## src/rtl/txdma_arb_pkg.sv

```systemverilog
package txdma_arb_pkg;
   typedef enum logic [1:0] {
      ARB_ALL_ROTATE = 2'b00,
      ARB_FIX_SMALL  = 2'b01,
      ARB_FIX_MID    = 2'b10,
      ARB_FIX_LARGE  = 2'b11
   } arb_mode_e;
endpackage

```

## src/rtl/arb_fix_mask.sv

```systemverilog
module arb_fix_mask #(
   parameter int N_CH  = 40,
   parameter int FIX_A = 2,
   parameter int FIX_B = 4,
   parameter int FIX_C = 16,
   localparam int IW   = $clog2(N_CH)
) (
   input  logic [1:0]      mode,
   output logic [N_CH-1:0] fix_mask,
   output logic [IW:0]     fix_n
);
   import txdma_arb_pkg::*;

   if (N_CH < 2) begin : g_bad_n
      $error("arb_fix_mask: N_CH must be at least 2");
   end
   if (!(FIX_A <= FIX_B && FIX_B <= FIX_C && FIX_C < N_CH)) begin : g_bad_fix
      $error("arb_fix_mask: fixed group sizes must grow and stay below N_CH");
   end

   always_comb begin
      unique case (arb_mode_e'(mode))
         ARB_ALL_ROTATE: fix_n = '0;
         ARB_FIX_SMALL:  fix_n = (IW+1)'(FIX_A);
         ARB_FIX_MID:    fix_n = (IW+1)'(FIX_B);
         ARB_FIX_LARGE:  fix_n = (IW+1)'(FIX_C);
         default:        fix_n = '0;
      endcase
   end

   for (genvar g = 0; g < N_CH; g++) begin : g_mask
      assign fix_mask[g] = (fix_n > (IW+1)'(g));
   end
endmodule

```

## src/rtl/arb_low_find.sv

```systemverilog
module arb_low_find #(
   parameter int N_CH = 40,
   localparam int IW  = $clog2(N_CH)
) (
   input  logic [N_CH-1:0] vec,
   output logic            any,
   output logic [IW-1:0]   idx
);
   always_comb begin
      idx = '0;
      for (int i = N_CH - 1; i >= 0; i--) begin
         if (vec[i]) idx = IW'(i);
      end
      any = |vec;
   end
endmodule

```

## src/rtl/arb_rr_pick.sv

```systemverilog
module arb_rr_pick #(
   parameter int N_CH = 40,
   localparam int IW  = $clog2(N_CH)
) (
   input  logic [N_CH-1:0] vec,
   input  logic [IW-1:0]   ptr,
   output logic            any,
   output logic [IW-1:0]   idx
);
   logic [2*N_CH-1:0] dbl_sh;
   logic [N_CH-1:0]   rot;
   logic [IW-1:0]     pos;
   logic [IW:0]       sum;

   assign dbl_sh = {vec, vec} >> ptr;
   assign rot    = dbl_sh[N_CH-1:0];

   arb_low_find #(.N_CH(N_CH)) u_find (
      .vec (rot),
      .any (any),
      .idx (pos)
   );

   always_comb begin
      sum = {1'b0, ptr} + {1'b0, pos};
      if (sum >= (IW+1)'(N_CH)) idx = IW'(sum - (IW+1)'(N_CH));
      else                      idx = IW'(sum);
   end
endmodule

```

## src/rtl/txdma_chan_arb.sv

```systemverilog
module txdma_chan_arb #(
   parameter int N_CH  = 40,
   parameter int FIX_A = 2,
   parameter int FIX_B = 4,
   parameter int FIX_C = 16
) (
   input  logic            clk,
   input  logic            rst,
   input  logic [N_CH-1:0] req,
   input  logic [1:0]      mode,
   input  logic            accept,
   output logic [N_CH-1:0] gnt,
   output logic            gnt_vld
);
   localparam int IW = $clog2(N_CH);
   localparam logic [N_CH-1:0] ONE = N_CH'(1);

   logic [N_CH-1:0] fix_mask, fix_req, rr_req;
   logic [IW:0]     fix_n;
   logic            fix_any, rr_any, win_any, update;
   logic [IW-1:0]   fix_idx, rr_idx, win_idx, rr_ptr;

   arb_fix_mask #(.N_CH(N_CH), .FIX_A(FIX_A), .FIX_B(FIX_B), .FIX_C(FIX_C)) u_mask (
      .mode     (mode),
      .fix_mask (fix_mask),
      .fix_n    (fix_n)
   );

   assign fix_req = req & fix_mask;
   assign rr_req  = req & ~fix_mask;

   arb_low_find #(.N_CH(N_CH)) u_fix (
      .vec (fix_req),
      .any (fix_any),
      .idx (fix_idx)
   );

   arb_rr_pick #(.N_CH(N_CH)) u_rr (
      .vec (rr_req),
      .ptr (rr_ptr),
      .any (rr_any),
      .idx (rr_idx)
   );

   assign update  = !gnt_vld || accept;
   assign win_any = fix_any || rr_any;
   assign win_idx = fix_any ? fix_idx : rr_idx;

   always_ff @(posedge clk) begin
      if (rst) begin
         gnt     <= '0;
         gnt_vld <= 1'b0;
         rr_ptr  <= IW'(fix_n);
      end else if (update) begin
         gnt_vld <= win_any;
         gnt     <= win_any ? (ONE << win_idx) : '0;
         if (!fix_any && rr_any) begin
            rr_ptr <= (rr_idx == IW'(N_CH - 1)) ? '0 : rr_idx + 1'b1;
         end
      end
   end


   gnt_shape_chk: assert property (@(posedge clk) disable iff (rst)
      $countones(gnt) == (gnt_vld ? 1 : 0));


   gnt_hold_chk: assert property (@(posedge clk) disable iff (rst)
      gnt_vld && !accept |=> gnt_vld && $stable(gnt));


   gnt_owned_chk: assert property (@(posedge clk) disable iff (rst)
      update && (|req) |=> gnt_vld && (|(gnt & $past(req))));


   fix_first_chk: assert property (@(posedge clk) disable iff (rst)
      update && (|fix_req) |=> |(gnt & $past(fix_mask)));


   ptr_keep_chk: assert property (@(posedge clk) disable iff (rst)
      update && (|fix_req) |=> $stable(rr_ptr));


   idle_chk: assert property (@(posedge clk) disable iff (rst)
      update && !(|req) |=> !gnt_vld && $stable(rr_ptr));
endmodule

```

## config.mk

```make
export PLATFORM = sky130hd
export DESIGN_NAME = txdma_chan_arb
export DESIGN_NICKNAME = d
export VERILOG_FILES = /design/src/rtl/txdma_arb_pkg.sv /design/src/rtl/arb_fix_mask.sv /design/src/rtl/arb_low_find.sv /design/src/rtl/arb_rr_pick.sv /design/src/rtl/txdma_chan_arb.sv
export SDC_FILE = /design/constraint.sdc
export NUM_CORES = 1
export LEC_CHECK = 0
export ABC_AREA = 1
export BUFFER_PORTS_ARGS = -buffer_cell sky130_fd_sc_hd__buf_2
export CORE_MARGIN = 10
export CORE_UTILIZATION = 60
export CTS_BUF_LIST = sky130_fd_sc_hd__clkbuf_4 sky130_fd_sc_hd__clkbuf_8
export DETAILED_ROUTE_END_ITERATION = 10
export PLACE_DENSITY = 0.83
export SLEW_MARGIN = 40
export SYNTH_ARGS = -nofsm -noshare
export SYNTH_HDL_FRONTEND = slang
export SYNTH_SLANG_ARGS = --single-unit
export TNS_END_PERCENT = 30
```

## constraint.sdc

```tcl
create_clock -name clk -period 8.8 [get_ports clk]
set_input_delay 1.32 -clock clk [delete_from_list [all_inputs] [get_ports clk]]
set_output_delay 1.32 -clock clk [all_outputs]
set_load 0.05 [all_outputs]
```

==> Word-level counts from Yosys, hierarchy flattened <==
Index checks and enable logic that the tools add are counted.
{ "classes": {"n_addsub": 3, "mul": 0, "div": 0, "n_lt_le_gt_ge": 41, "eq_ne": 4, "shift": 2, "n_mux": 88, "n_bitwise": 3, "n_reduce_logical": 11} }
{ "ops": {"columns": ["operator", "count"], "rows": [
  ["$mux 6", 86],
  ["$gt 7x5->1 const B", 16],
  ["$and 40x40->40", 2],
  ["$reduce_or 40->1", 2],
  ["$shr 80x6->40", 1],
  ["$gt 7x4->1 const B", 8],
  ["$gt 7x6->1 const B", 8],
  ["$mux 40", 1],
  ["$not 40->40", 1],
  ["$shl 1x6->40 const A", 1],
  ["$gt 7x3->1 const B", 4],
  ["$pmux 7 s4", 1],
  ["$gt 7x1->1 const B", 2],
  ["$gt 7x2->1 const B", 2],
  ["$add 6x6->7", 1],
  ["$ge 7x6->1 const B", 1],
  ["$add 6x1->6 const B", 1],
  ["$eq 6x6->1 const B", 1],
  ["$sub 6x6->6 const B", 1],
  ["$eq 2x2->1 const B", 2],
  ["$reduce_bool 2->1", 2],
  ["$eq 2x1->1 const B", 1],
  ["$logic_not 1->1", 2],
  ["$logic_not 2->1", 1],
  ["3 further kinds", 4]
]} }
{ "word_totals": {"ff_bits": 47, "latch_bits": 0, "mem_bits_rw": 0, "romBits": 0, "output_inout_bits": 41, "wordCells": 155, "memories": 0} }

==> Longest topological paths before layout <==
Gate-level depths: netlist of run 1.
{ "logic_depth": {"depth_word": 54, "depth_mapped": 71, "ltp_nobuf": 69} }

==> Cells and area by module <==
From an unflattened synthesis of run 1, not the netlist that was laid out.
{ "unflattened": {"cells_unflattened": 1560, "area_unflattened_um2": 7883.8} }
{ "modules_own_cells": {"columns": ["mod", "n_inst", "cells_per_inst", "area_each_um2"], "rows": [
  ["arb_rr_pick", 1, 774, 3607.2],
  ["txdma_chan_arb", 1, 451, 2752.6],
  ["arb_low_find", 2, 139, 560.5],
  ["arb_fix_mask", 1, 57, 402.9]
]} }

==> Least setup slack after synthesis of run 1 <==
No wires, ideal clock.
{ "synth_path": {"path_kind": "input-to-reg", "startpoint": "in mode[0]", "endpoint": "reg gnt[12]", "arrival_ns": 7.342, "t_required_ns": 8.730, "setup_slack_ns": 1.387, "stages": 66, "path_buffers": 2, "path_cell_list": "ha_1 > inv_2 > buf_2 > nand3_1 > nand3_1 > nand3_2 > nand3_2 > nand3_1 > nand2_2 > a21oi_4 > nand2_1 > nand2_1 > nand2_1 > nand2_1 > nand2_1 > nand2_1 > nand2_1 > nand2_1 > [30 not listed] > ha_1 > fa_1 > a21oi_1 > o21ai_0 > xor2_1 > inv_1 > ha_1 > a21oi_1 > nor2_1 > o21ai_0 > xor2_1 > or2_2 > a21boi_1 > inv_1 > clkbuf_1 > nor2_1 > nand2_1 > a21oi_1"} }
{ "synth_via": {"elab_chain_cells": 52} }
{ "synth_rtl": {"columns": ["element", "line", "source"], "rows": [
  ["from (decl)", "txdma_chan_arb.sv:10", "input logic [1:0] mode,"],
  ["$eq 2x2->1, or another cell as far along", "arb_fix_mask.sv:22", "unique case (arb_mode_e'(mode))"],
  ["$pmux 7 s4 *", "arb_fix_mask.sv:22", null],
  ["$gt 7x1->1, or another cell as far along", "arb_fix_mask.sv:32", "assign fix_mask[g] = (fix_n > (IW+1)'(g));"],
  ["$not 40->40", "txdma_chan_arb.sv:30", "assign rr_req = req & ~fix_mask;"],
  ["$and 40x40->40", "txdma_chan_arb.sv:30", null],
  ["$shr 80x6->40", "arb_rr_pick.sv:15", "assign dbl_sh = {vec, vec} >> ptr;"],
  ["$mux 6 (40 in a row)", "arb_low_find.sv:12", "if (vec[i]) idx = IW'(i);"],
  ["$add 6x6->7", "arb_rr_pick.sv:25", "sum = {1'b0, ptr} + {1'b0, pos};"],
  ["$sub 6x6->6 or $ge 7x6->1 (tied branches)", "arb_rr_pick.sv:26", "if (sum >= (IW+1)'(N_CH)) idx = IW'(sum - (IW+1)'(N_CH));"],
  ["$mux 6", "arb_rr_pick.sv:26", null],
  ["$mux 6", "txdma_chan_arb.sv:47", "assign win_idx = fix_any ? fix_idx : rr_idx;"],
  ["$shl 1x6->40", "txdma_chan_arb.sv:56", "gnt <= win_any ? (ONE << win_idx) : '0;"],
  ["$mux 40 *", "txdma_chan_arb.sv:56", null],
  ["to (signal assigned)", "txdma_chan_arb.sv:56", null],
  ["to (decl)", "txdma_chan_arb.sv:12", "output logic [N_CH-1:0] gnt,"]
]} }
Every way passes the cells marked *; elsewhere a longest branch is shown, timed or not. The select of a mux whose other input is x is not followed.
A chain may end at the register's enable or synchronous reset.

==> Final worst setup path of run 1 <==
{ "layout_path": {"startpoint": "in mode[0]", "endpoint": "reg gnt[11]"} }
Same word-level chain as after synthesis.

==> results of run 1 <==
final timing paths:
check / end / slack [ns] / from / cells past startpoint
worst max register to register: gnt[11] / 1.43 / rr_ptr[2] / 59
worst min register to register: gnt[30] / 0.46 / gnt[30] / 2
worst max-delay path: gnt[11] / 0.83 / mode[0] / 62
worst min-delay path: gnt[30] / 0.46 / gnt[30] / 2
critical path, delay by kind of cell:
family	cells	cell delay (ns)
buf+inv	5	0.85
xor+xnor	2	0.39
compound gates	10	1.67
fa+ha+maj	4	1.05
simple gates	41	2.95
synthesized netlist by cell type, types with 6 or more instances:
| cell type | instances |
|---|---|
| nand2_1 | 415 |
| nand3_1 | 147 |
| nor2_1 | 101 |
| inv_1 | 87 |
| o21ai_0 | 67 |
| a21oi_1 | 63 |
| dfxtp_1 | 41 |
| o21ai_1 | 30 |
| clkbuf_1 | 26 |
| buf_2 | 18 |
| a31oi_1 | 16 |
| ha_1 | 16 |
| nand3_2 | 16 |
| nor3_1 | 16 |
| a22oi_1 | 12 |
| buf_1 | 8 |
| buf_4 | 7 |
| and2_1 | 6 |
| buf_6 | 6 |
| edfxtp_1 | 6 |
| or2_2 | 6 |
final cells by class:
cell class / instances / area [um2]
Clock inverter: 1 / 8.76
Clock buffer: 7 / 90.1
Fill cell: 1024 / 3420
Timing Repair Buffer: 103 / 561
Tap cell: 136 / 170
Multi-Input combinational cell: 967 / 4720
Sequential cell: 47 / 1000
Inverter: 92 / 352
per-layer routing:
layer / wire length [um] / track usage (%)
met5: 0 / 0
met1: 8990 / 36.3
met2: 9080 / 39.6
met4: 855 / 11.6
met3: 2030 / 5.24
repair_timing:
action / in CTS / in global routing
setup buffers: 0 / 5
endpoints found under the setup margin: 0 / 43
resized for setup: 0 / 18
power by group:
group / total [uW] / internal [uW] / switching [uW]
clock: 140 / 67.5 / 72.3
combinational: 2700 / 839 / 1860
sequential: 268 / 249 / 19.0
cell families (layout without fill, tap and decap cells):
kind of cell | Yosys count | in the layout
AND/OR/NAND/NOR | 723 | 723
AO/OA/AOI/OAI | 218 | 218
buffers and inverters | 160 | 203
flip-flops | 47 | 47
adder cells (fa/ha/maj) | 17 | 17
XOR/XNOR | 5 | 5
multiplexers | 4 | 4
sequential cells by signal (all words and copies together) (netlist names):
name / cells
rr_ptr: 6
gnt: 40
gnt_vld: 1
stage by stage:
stage / hold WS [ns] / instance area [um2] / power, uW / cells
after floorplan: 0.690 / 6380 / 2350 / 1174
after global placement: 0.451 / 6700 / 2820 / 1340
after detailed placement: 0.452 / 6700 / 2840 / 1340
after CTS: 0.466 / 6790 / 2990 / 1348
after global routing: 0.482 / 6900 / 3470 / 1353
final: 0.463 / 6900 / 3110 / 1353
==> impl_metrics.py, run 1 <==
metrics = {
    "timing": {
        "worst_pin_slew_ns": 1.05,
        "setup_tns_ns": 0,
        "slew_headroom_pct": 29.0,
        "skew_ns": 0.00739,
        "clock.fmax_mhz": 125,
        "finalHoldViolCount": 0,
        "fin_crit_ns": 7.97,
        "finalSetupViolCount": 0,
        "finalWorstSetupSlack_ns": 0.828,
        "fin_crit_sh_pct": 90.6,
        "final_max_slew_viol_count": 0,
    },
    "job": {
        "maxCapViolCount": 0,
    },
    "finish": {
        "syn_to_final_growth_pct": 8.18,
        "drive_gt1_share_pct": 13.5,
        "mostFrequentLayoutCells": "nand2_1, nand3_1, nor2_1",
        "antenna_cells": 0,
        "layout_commonest_cell": "nand2_1",
        "fin_util_pct": 66.9,
        "layout.nets": 1278,
    },
    "run_status": {
        "status": "complete, no violations",
    },
    "clock_network": {
        "clkSinkCount": 47,
        "cts_tree": "built",
        "clock_tree.root_cell": "clkbuf_8",
        "path_clk_slew_ns": 0.08,
        "cts-htree-levels": 2,
        "clock_latency_ns": 0.30,
        "cts_hold_buf": 0,
        "clk_path_buf_depth": 2,
        "cts_made_buffers": 5,
    },
    "synthesis": {
        "synth_edf_count": 6,
        "ys_seq_elements": 47,
        "syn_nets": 1236,
        "synth_fa_ha_area_share_pct": 3.45,
        "synth_top_area_cell": "nand2_1",
        "syn_avg_cell_area_um2": 5.43,
        "synthSimpleGateAreaFrac_pct": 48.6,
        "syn-cell-area_um2": 6380,
        "ys_warn_count": 0,
        "synthTopCellsByArea": "nand2_1, dfxtp_1, nand3_1",
        "syn_inst": 1174,
        "synth_compound_area_share_pct": 19.6,
        "async_flop_share_pct": 0,
        "synth_ff_type": "dfxtp_1",
        "ys_seq_area_share_pct": 15.7,
        "yosysTopAreaCellShare_pct": 24.4,
        "muxShareOfSynthArea_pct": 0.628,
        "synth_top_family_by_area": "simple AND/OR/NAND/NOR gates",
        "synth_cell_type_count": 51,
        "synth_xor_area_share_pct": 0.686,
    },
    "placement": {
        "portBuffers": 85,
        "globalplace.congestion": 1.01,
        "pre_cts_ws_ns": 0.0488,
        "hpwl_mm": 16.2,
    },
    "grt": {
        "grt_pass1_wl_mm": 33.9,
        "antenna_found_initial": 0,
        "grt_usage_pct": 26.6,
        "grt_max_degree": 48,
        "grt_pass1_vias": 7126,
        "grt-ovfl-total": 0,
    },
    "drt": {
        "via_per_inst": 5.84,
        "drt_first_pass_iters": 9,
        "drc_errors": 0,
        "ant_nets": 0,
        "vias": 7906,
        "drt-total-wl_mm": 21.0,
        "post_drt_wl_per_cell_um": 15.5,
        "drtIter0Drc": 957,
    },
    "power_and_ir_drop": {
        "power_density_nw_per_um2": 451,
        "ir_drop_mv": 0.229,
        "total_leakage_power_uw": 0.00347,
    },
    "worst_setup_path": {
        "end_kind": "flip-flop",
        "critPathSlowestCell": "o21ai_0",
        "cpMostUsedCell": "nand2_1",
        "worstPathMaxFanout": 18,
        "critPathLaunchType": "input pin",
        "cp.required_ns": 9.03,
        "arrival_ns": 8.21,
        "slowest_delay_ns": 0.44,
        "critical_path_class": "input pin to flip-flop",
    },
    "worst_hold_path": {
        "hold_class": "flip-flop to flip-flop",
    },
    "floorplan": {
        "coreArea_um2": 10300,
        "die_x_um": 123,
        "placementRows": 37,
        "die_y_um": 123,
        "die_area_um2": 15200,
        "io_pins": 86,
        "start_util_pct": 61.8,
    },
}
Note: power is estimated with default switching activity, not from simulation.
==> run 2, diff against run 1 <==
--- a/config.mk
+++ b/config.mk
@@ -5,13 +5,13 @@
 export SDC_FILE = /design/constraint.sdc
 export NUM_CORES = 1
 export LEC_CHECK = 0
-export ABC_AREA = 1
+export ABC_AREA = 0
 export BUFFER_PORTS_ARGS = -buffer_cell sky130_fd_sc_hd__buf_2
 export CORE_MARGIN = 10
 export CORE_UTILIZATION = 60
 export CTS_BUF_LIST = sky130_fd_sc_hd__clkbuf_4 sky130_fd_sc_hd__clkbuf_8
 export DETAILED_ROUTE_END_ITERATION = 10
-export PLACE_DENSITY = 0.83
+export PLACE_DENSITY = 0.81
 export SLEW_MARGIN = 40
 export SYNTH_ARGS = -nofsm -noshare
 export SYNTH_HDL_FRONTEND = slang
==> run 2 against run 1 <==
  * Worst setup slack got worse by 0.051 ns
  * Critical path depth shrank 35
  * Count of clock-buffer cells in the layout decreased by 2
  * Sequential share of layout area is 2.4 points lower
  * Global-route usage grew 4.9 points
  * Synthesized cell count is 14% lower
  * Clock skew shrank 0.0035 ns
  * Via count grew 17%
  * Register-to-register slack got worse by 0.14 ns
  * Core utilization down 1.4 points
  * Critical path type unchanged
==> impl_metrics.py, run 2 <==
metrics = {
    "run_status": {
        "status": "complete, no violations",
    },
    "grt": {
        "grt_max_degree": 59,
        "grt_pass1_wl_mm": 46.2,
        "grt_pass1_vias": 8371,
        "grt_usage_pct": 31.5,
        "grt-ovfl-total": 0,
        "antenna_found_initial": 0,
    },
    "clock_network": {
        "clk_path_buf_depth": 2,
        "cts_made_buffers": 5,
        "path_clk_slew_ns": 0.09,
        "cts-htree-levels": 2,
        "clock_tree.root_cell": "clkbuf_8",
        "clock_latency_ns": 0.30,
        "clkSinkCount": 47,
        "cts_tree": "built",
        "cts_setup_buffers": 0,
        "ctsResizeCount": 0,
        "cts_hold_buf": 0,
    },
    "floorplan": {
        "die_area_um2": 17800,
        "io_pins": 86,
        "die_y_um": 133,
        "start_util_pct": 61.1,
        "placementRows": 41,
        "die_x_um": 133,
        "coreArea_um2": 12600,
    },
    "drt": {
        "drt_first_pass_iters": 7,
        "drc_errors": 0,
        "post_drt_wl_per_cell_um": 24.3,
        "via_per_inst": 7.55,
        "drt-total-wl_mm": 29.7,
        "vias": 9225,
        "drtIter0Drc": 1541,
        "ant_nets": 0,
    },
    "timing": {
        "grt_setup_unrepaired": "false",
        "clock.fmax_mhz": 125,
        "fin_crit_sh_pct": 91.2,
        "finalHoldViolCount": 0,
        "setup_tns_ns": 0,
        "slew_headroom_pct": 41.9,
        "worst_pin_slew_ns": 0.861,
        "skew_ns": 0.00390,
        "final_max_slew_viol_count": 0,
        "fin_crit_ns": 8.02,
        "finalSetupViolCount": 0,
    },
    "synthesis": {
        "synth_most_common_cell": "nand2_1",
        "ys_seq_elements": 47,
        "yosysTopAreaCellShare_pct": 10.6,
        "synth_cell_type_count": 95,
        "synthTopCellsByArea": "dfxtp_1, mux4_2, mux2i_1",
        "ys_warn_count": 0,
        "synth_top_area_cell": "dfxtp_1",
        "ys_seq_area_share_pct": 13.0,
        "synth_edf_count": 6,
        "synth_common_cells": "nand2_1, nor2_1, a21oi_1, o21ai_0, mux2i_1",
        "syn_avg_cell_area_um2": 7.62,
        "syn-cell-area_um2": 7710,
        "syn_nets": 1074,
        "async_flop_share_pct": 0,
        "syn_inst": 1012,
        "synth_ff_type": "dfxtp_1",
    },
    "worst_setup_path": {
        "worstSetupStartpoint": "mode[1]",
        "crit_end": "gnt[19]",
        "arrival_ns": 8.27,
        "reg2reg_from": "rr_ptr[0]",
        "worstPathMaxFanout": 9,
        "cp.required_ns": 9.05,
        "critPathLaunchType": "input pin",
        "regToRegSetupSlack_ns": 1.29,
        "end_kind": "flip-flop",
        "critPathSlowestCell": "nor4b_1",
        "timing.rr.end": "gnt[19]",
        "crit_cells": 27,
        "cp_top_family": "compound AO/OA/AOI/OAI gates",
        "r2r.worst_path.cells": 27,
        "critical_path_class": "input pin to flip-flop",
        "cpMostUsedCell": "ha_1",
        "slowest_delay_ns": 0.66,
        "crit_buf_inv": 4,
    },
    "placement": {
        "globalplace.congestion": 1.05,
        "hpwl_mm": 23.1,
        "portBuffers": 85,
    },
    "finish": {
        "top_regs": "gnt (40), rr_ptr (6), gnt_vld (1)",
        "largest_reg_flops": 40,
        "layout.nets": 1111,
        "antenna_cells": 0,
        "top_register": "gnt",
        "syn_to_final_growth_pct": 7.09,
        "layout_commonest_cell": "nand2_1",
        "fillCellCount": 1171,
        "drive_gt1_share_pct": 18.7,
        "mostFrequentLayoutCells": "nand2_1, buf_2, nor2_1",
    },
    "worst_hold_path": {
        "min_from": "gnt[14]",
        "hold_class": "flip-flop to flip-flop",
    },
    "job": {
        "maxCapViolCount": 0,
    },
}
-- run 2: changes by cell type in the layout (fill, tap and decap cells not counted), moves of 16 or more --
cell      delta
mux4_2      +29
a211oi_1    +16
nand3_2     -16
o22ai_1     +16
nor2_1      -18
o31ai_1     +17
o21ai_1     -16
o221ai_1    +18
nand2_1    -304
nand3_1    -118
a32o_1      +16
inv_1       -64
nand2b_1    +23
mux2i_1     +40
-- run 2: worst min-delay path by stage --
stage	slack (ns)	endpoint	cells past startpoint
after global placement	0.43	gnt[34]	2
after global routing	0.47	gnt[14]	2
after floorplan	0.66	gnt[29]	2
after detailed placement	0.43	gnt[34]	2
after CTS	0.45	gnt[14]	2
final	0.45	gnt[14]	2
-- run 2: logic make-up (layout without fill, tap and decap cells) --
group	Yosys count	in the layout	share of synthesized area, %
multiplexers	102	102	18.7
XOR/XNOR	8	8	0.908
AND/OR/NAND/NOR	361	361	23.3
AO/OA/AOI/OAI	370	370	34.4
adder cells (fa/ha/maj)	17	17	2.85
flip-flops	47	47	13.0
buffers and inverters	107	145	6.83
-- run 2: per-layer routing --
| layer | global-route usage (%) | wire length (um) |
|---|---|---|
| met2 | 45.9 | 12200 |
| met1 | 42.6 | 12000 |
| met5 | 0 | 0 |
| met4 | 14.1 | 1700 |
| met3 | 8.01 | 3790 |
-- run 2: area by class of cell --
| type | count | area (um2) | share of cell area [%] |
|---|---|---|---|
| Timing Repair Buffer | 111 | 624 | 7.56 |
| Clock buffer | 5 | 68.8 | 0.833 |
| Sequential cell | 47 | 1000 | 12.1 |
| Tap cell | 172 | 215 | 2.60 |
| Inverter | 26 | 97.6 | 1.18 |
| Multi-Input combinational cell | 858 | 6210 | 75.1 |
| Clock inverter | 3 | 46.3 | 0.560 |
-- run 2: metrics by stage --
stage	cells	hold slack (ns)	util [%]	worst slack [ns]	instance area (um2)
6_report	1222	0.447	65.5	0.777	8260
5_1_grt	1222	0.467	65.5	0.311	8260
4_1_cts	1222	0.451	65.4	1.02	8250
3_5_place_dp	1214	0.434	64.5	0.722	8130
3_3_place_gp	1213	0.430	64.3	0.898	8120
2_1_floorplan	1012	0.662	-	1.88	7710
-- run 2: worst min-delay path, cell delays in order, from the launching register on --
cell and delay, ns:
dfxtp_1 0.32, nand2_1 0.05, o21ai_1 0.05
Power of run 2 is not shown: default switching activity piles up to over one toggle a cycle in this logic, so the estimate is an artifact.
